===== config.mk =====
export PLATFORM = sky130hd
export DESIGN_NAME = hazInterlock
export DESIGN_NICKNAME = d
export VERILOG_FILES = /design/src/rtl/hazPkg.sv /design/src/rtl/hazCompare.sv /design/src/rtl/hazControl.sv /design/src/rtl/hazInterlock.sv
export SDC_FILE = /design/constraint.sdc
export NUM_CORES = 1
export LEC_CHECK = 0
export ABC_AREA = 1
export BUFFER_PORTS_ARGS = -buffer_cell sky130_fd_sc_hd__buf_2
export CAP_MARGIN = 20
export CORE_AREA = 3 3 40 42
export DETAILED_ROUTE_END_ITERATION = 6
export DIE_AREA = 0 0 43 45
export PLACE_DENSITY = 0.56
export REMOVE_ABC_BUFFERS = 1
export SLEW_MARGIN = 20
export SYNTH_ARGS = -nofsm -noshare
export SYNTH_HDL_FRONTEND = slang
export SYNTH_HIERARCHICAL = 1
export SYNTH_SLANG_ARGS = --single-unit

===== constraint.sdc =====
create_clock -name vclk -period 1.7
set_clock_uncertainty 0.1 [all_clocks]
set_input_delay 0.255 -clock vclk [all_inputs]
set_output_delay 0.255 -clock vclk [all_outputs]
set_load 0.05 [all_outputs]

===== src/rtl/hazPkg.sv =====
package hazPkg;
  localparam int REG_W   = 5;
  localparam int NUM_SRC = 2;

  typedef struct packed {
    logic holdPc;
    logic holdIfId;
    logic bubble;
  } stallStrobes_t;
endpackage


===== src/rtl/hazCompare.sv =====
module hazCompare #(
  parameter int REG_W   = hazPkg::REG_W,
  parameter int NUM_SRC = hazPkg::NUM_SRC
) (
  input  logic                            clk,
  input  logic                            rstN,
  input  logic [NUM_SRC-1:0][REG_W-1:0]   srcReg,
  input  logic [NUM_SRC-1:0]              srcUsed,
  input  logic [REG_W-1:0]                dstReg,
  output logic [NUM_SRC-1:0]              srcHit
);
  localparam logic [REG_W-1:0] ZERO_REG = '0;

  logic dstLive;
  assign dstLive = (dstReg != ZERO_REG);

  for (genvar i = 0; i < NUM_SRC; i++) begin : g_src
    logic specEq;
    assign specEq    = (dstReg == srcReg[i]);
    assign srcHit[i] = srcUsed[i] & specEq & dstLive;

    // an unread source never reports a match
    a_r6_unused_source: assert property (@(posedge clk) disable iff (!rstN)
      !srcUsed[i] |-> !srcHit[i]);
  end
endmodule


===== src/rtl/hazControl.sv =====
module hazControl #(
  parameter int NUM_SRC = hazPkg::NUM_SRC
) (
  input  logic                     clk,
  input  logic                     rstN,
  input  logic [NUM_SRC-1:0]       srcHit,
  input  logic                     exMemRead,
  input  logic                     exRegWrite,
  output hazPkg::stallStrobes_t    strb
);
  logic loadWrites;
  logic stallNow;

  assign loadWrites = exMemRead & exRegWrite;
  assign stallNow   = loadWrites & (|srcHit);

  always_comb begin
    strb          = '0;
    strb.holdPc   = stallNow;
    strb.holdIfId = stallNow;
    strb.bubble   = stallNow;
  end

  // a non-load producer never stalls
  a_r4_alu_forwarded: assert property (@(posedge clk) disable iff (!rstN)
    !exMemRead |-> !strb.bubble);
endmodule


===== src/rtl/hazInterlock.sv =====
module hazInterlock #(
  parameter int REG_W = hazPkg::REG_W
) (
  input  logic             clk,
  input  logic             rstN,
  input  logic [REG_W-1:0] decSrcA,
  input  logic [REG_W-1:0] decSrcB,
  input  logic             decUseA,
  input  logic             decUseB,
  input  logic [REG_W-1:0] exDest,
  input  logic             exRegWrite,
  input  logic             exMemRead,
  output logic             pcWriteEn,
  output logic             ifIdWriteEn,
  output logic             bubbleSel
);
  localparam int NSRC = 2;

  logic [NSRC-1:0][REG_W-1:0] srcReg;
  logic [NSRC-1:0]            srcUsed;
  logic [NSRC-1:0]            srcHit;
  hazPkg::stallStrobes_t      strb;

  assign srcReg  = {decSrcB, decSrcA};
  assign srcUsed = {decUseB, decUseA};

  hazCompare #(.REG_W(REG_W), .NUM_SRC(NSRC)) u_cmp (
    .clk(clk), .rstN(rstN), .srcReg(srcReg), .srcUsed(srcUsed),
    .dstReg(exDest), .srcHit(srcHit)
  );

  hazControl #(.NUM_SRC(NSRC)) u_ctl (
    .clk(clk), .rstN(rstN), .srcHit(srcHit),
    .exMemRead(exMemRead), .exRegWrite(exRegWrite), .strb(strb)
  );

  assign pcWriteEn   = ~strb.holdPc;
  assign ifIdWriteEn = ~strb.holdIfId;
  assign bubbleSel   = strb.bubble;

  // the three strobes always move together
  a_r2_strobes_agree: assert property (@(posedge clk) disable iff (!rstN)
    (pcWriteEn == ifIdWriteEn) && (bubbleSel == !pcWriteEn));
  // destination zero never stalls
  a_r3_zero_dest: assert property (@(posedge clk) disable iff (!rstN)
    (exDest == '0) |-> pcWriteEn);
  // a non-writing producer never stalls
  a_r5_store_free: assert property (@(posedge clk) disable iff (!rstN)
    !exRegWrite |-> !bubbleSel);
  // a used source matching a live load destination stalls
  a_r1_dep_stalls: assert property (@(posedge clk) disable iff (!rstN)
    (exMemRead && exRegWrite && exDest != '0 &&
     ((decUseA && decSrcA == exDest) || (decUseB && decSrcB == exDest)))
    |-> bubbleSel);
endmodule


Word-level counts from Yosys, hierarchy flattened
Cells that the tools add are included.

Register bits: 0. Input port bits: 21.

Eq/ne operators: 2. Bitwise operators: 7. Reductions and logical operators: 2.

Operators by type and width (count): $eq A5 B5 Y1 (2); $and A1 B1 Y1 (6); $reduce_bool A5 Y1 (1); $reduce_or A2 Y1 (1); $not A1 Y1 (1).

Depth between registers and ports, before layout
Depth in word-level cells: 6. Gate-level depth with buffers: 10. Depth with buffers taken out: 9.

Hierarchy
Netlist, hierarchy kept.

By module, submodules not included: hazCompare (instances 1, cells an instance 59, area an instance 227.7 µm², sequential area each 0.0 µm²); hazControl (instances 1, cells an instance 6, area an instance 33.8 µm², sequential area each 0.0 µm²); hazInterlock (instances 1, cells an instance 2, area an instance 7.5 µm², sequential area each 0.0 µm²).

Worst setup path before layout
Ideal clock, no wire load.

Path kind: input port to output port. From: input port exDest[3]. To: output port ifIdWriteEn. Data arrival time: 1096 ps. Path slack: 249 ps. Cell stages on the path: 8. Buffers on the path: 1. Cell sequence: nor2_1 > nand3_1 > nand2_1 > nor2_1 > nor2_1 > nor2_1 > buf_4 > inv_1.

Longest elaborated chain between the ends: 6. Elaborated cells on any way between the ends: 10. Classes of those cells: 2 x eq/ne; 6 x bitwise; 2 x reduce/logical.

Ends and longest elaborated chain: from (decl) (RTL line hazInterlock.sv:10) `input logic [REG_W-1:0] exDest,`; $eq A5 B5 Y1 (RTL line hazCompare.sv:19) `assign specEq = (dstReg == srcReg[i]);`; $and A1 B1 Y1 (RTL line hazCompare.sv:20) `assign srcHit[i] = srcUsed[i] & specEq & dstLive;`; $and A1 B1 Y1 (*) (RTL line hazCompare.sv:20); via srcHit[1] (RTL line hazInterlock.sv:21) `logic [NSRC-1:0] srcHit;`; $reduce_or A2 Y1 (*) (RTL line hazControl.sv:15) `assign stallNow = loadWrites & (|srcHit);`; $and A1 B1 Y1 (*) (RTL line hazControl.sv:15); via u_ctl.stallNow (RTL line hazControl.sv:12) `logic stallNow;`; $not A1 Y1 (*) (RTL line hazInterlock.sv:38) `assign ifIdWriteEn = ~strb.holdIfId;`; to (decl) (RTL line hazInterlock.sv:14) `output logic ifIdWriteEn,`.

Mark *: on every way through the listed nets, which the timed path passes. The rest lies on a longest branch.

Worst setup path after layout
From: input port exDest[3]. To: output port ifIdWriteEn.

Longest elaborated chain between the ends: 6. Elaborated cells on any way between the ends: 10. Classes of those cells: 2 x eq/ne; 6 x bitwise; 2 x reduce/logical.

Ends and longest elaborated chain (RTL line): $eq A5 B5 Y1 (hazCompare.sv:19); $and A1 B1 Y1 (hazCompare.sv:20); $and A1 B1 Y1 (*) (hazCompare.sv:20); via srcHit[0] (hazInterlock.sv:21); $reduce_or A2 Y1 (*) (hazControl.sv:15); $and A1 B1 Y1 (*) (hazControl.sv:15); $not A1 Y1 (*) (hazInterlock.sv:38).

Marked as above.

==> impl_metrics.toml <==
[run_status]
status = "completed"

[setup_path]
cp.arrival_ns = 1.19
required_ns = 1.34
cp_cell_sequence = "buf_2, inv_2, nand2_2, nand2_1, nor2_1, nand2_1, nor2_1, nor2_1, nor2_2, inv_1, buf_2"
crit_family = "simple AND/OR/NAND/NOR gates"
crit_type = "in -> out"
worstSetupEndpointType = "output port"
start_kind = "primary input"
path_buf_inv = 4
cpMaxStageDelayCell = "buf_2"
crit_fanout = 4
cp.depth = 11
cp_slowest_stage_delay_ns = 0.20
crit_top_cell = "nor2_1"

[die]
die_y_um = 45
die_w_um = 43
dieArea_mm2 = 0.001935
design.core.area_mm2 = 0.001285
rows = 13
pin_count = 24
initial_core_util = 0.2093

[cells_and_area]
syn2layout_area_growth_pct = 41.40
final_net_count = 109
final_common_cell = "nand2_1"
nFlopsAndLatches = 0
final_cell_mix = "nand2_1 (32), buf_2 (21), inv_1 (12), nor2_1 (12), inv_2 (4)"
fin_area_um2 = 380.4
ff_latch_area_um2 = 0
drive_gt1_frac = 0.3372
insertedDiodeCount = 0
clkbuf_count = 0

[place]
post-place-ws_ns = 0.09609
io_buffers = 22
placed_area_um2 = 375.4
dp_hpwl_um = 578.9
gp_congestion = 0.7524

[clock_tree]
cts_hold_buf = 0
cts_setup_buffers = 0
ctsResizeCount = 0

[synth]
yosysSeqAreaShare = 0
synth_area_um2 = 269.0
synth_cell_types = 8
syn_inst = 67
syn_area_per_cell_um2 = 4.015
synth_warnings = 6

[sta]
fin_setup_tns_ns = 0
tightest_slew_ns = 0.2484
finalHoldViolCount = 0
rsz0062_at_grt = "false"
period_share = 0.9074
setup_violations = 0
setup_slack_ns = 0.1574
period_minus_slack_ns = 1.543
slew_violations = 0
fmaxAchievable_ghz = 0.6483
slew_headroom = 0.8355

[global_routing]
grt_pass1_vias = 346
grt_pass1_wl_um = 1166
antenna_found_initial = 0
grt_max_degree = 6
grt_util_all_layers = 0.07048
gr-total-overflow = 0

[power_and_ir_drop]
power.leakage_nw = 0.2722
power.density_mw_per_mm2 = 193.9
peakVddDrop_v = 0.00006637

[hold_path]
whs_path_depth = 4
hold_path_class = "in -> out"

[route]
vias = 385
drc = 0
firstDrtPassIters = 4
dr.first_iter.drc_count = 9
wl_met3_um = 65
via_per_inst = 3.812
drt-total-wl_um = 628
wl_met1_um = 284
met2_length_um = 278
wl_per_cell_um = 6.218
ant_nets = 0
highest_layer = "met3"

[job]
drv_cap = 0
-- routing by layer --
layer,vias up,GRT usage
li1,221,-
met1,151,0.1000
met2,13,0.1287
met3,0,0
met4,0,0
met5,-,0
-- worst paths after layout --
kind  startpoint           to
min   exRegWrite    bubbleSel
max    exDest[3]  ifIdWriteEn
-- cells in the mapped netlist (all sizes together) --
| cell | instances | area, µm² |
|---|---|---|
| nand2 | 33 | 126.4 |
| inv | 16 | 60.05 |
| nor2 | 14 | 55.06 |
| buf | 3 | 22.52 |
| nand3 | 1 | 5.000 |
-- final cells by class --
class	count	area, µm²
Inverter	16	60.06
Tap cell	15	18.77
Timing Repair Buffer	22	112.6
Multi-Input combinational cell	48	188.9
Fill cell	161	904.6
-- cell families (layout without fill, tap and decap cells) --
| kind of cell | Yosys count | in the layout | synth area share |
|---|---|---|---|
| buf+inv | 19 | 38 | 0.3069 |
| simple gates | 48 | 48 | 0.6931 |
-- stage by stage --
stage               total power [W]  hold slack (ns)  instances  utilization
finish                   0.00007376           0.8166        101       0.2960
global placement         0.00007231           0.8071        101       0.2921
CTS                      0.00007397           0.8169        101       0.2921
detailed placement       0.00007364           0.8169        101       0.2921
floorplan                0.00003978           0.6461         64            -
global route             0.00008675           0.8506        101       0.2960
-- where the power goes --
part           internal (W)  leakage [nW]  switching, W
sequential                0             0             0
combinational     0.0000331         0.272     0.0000407
clock                     0             0             0
-- tightest hold or removal path, cell delays in order --
cell and delay (ns):
buf_2 0.09, nand2_1 0.06, nor2_2 0.05, clkbuf_4 0.20
(Power assumes the default switching activity.)
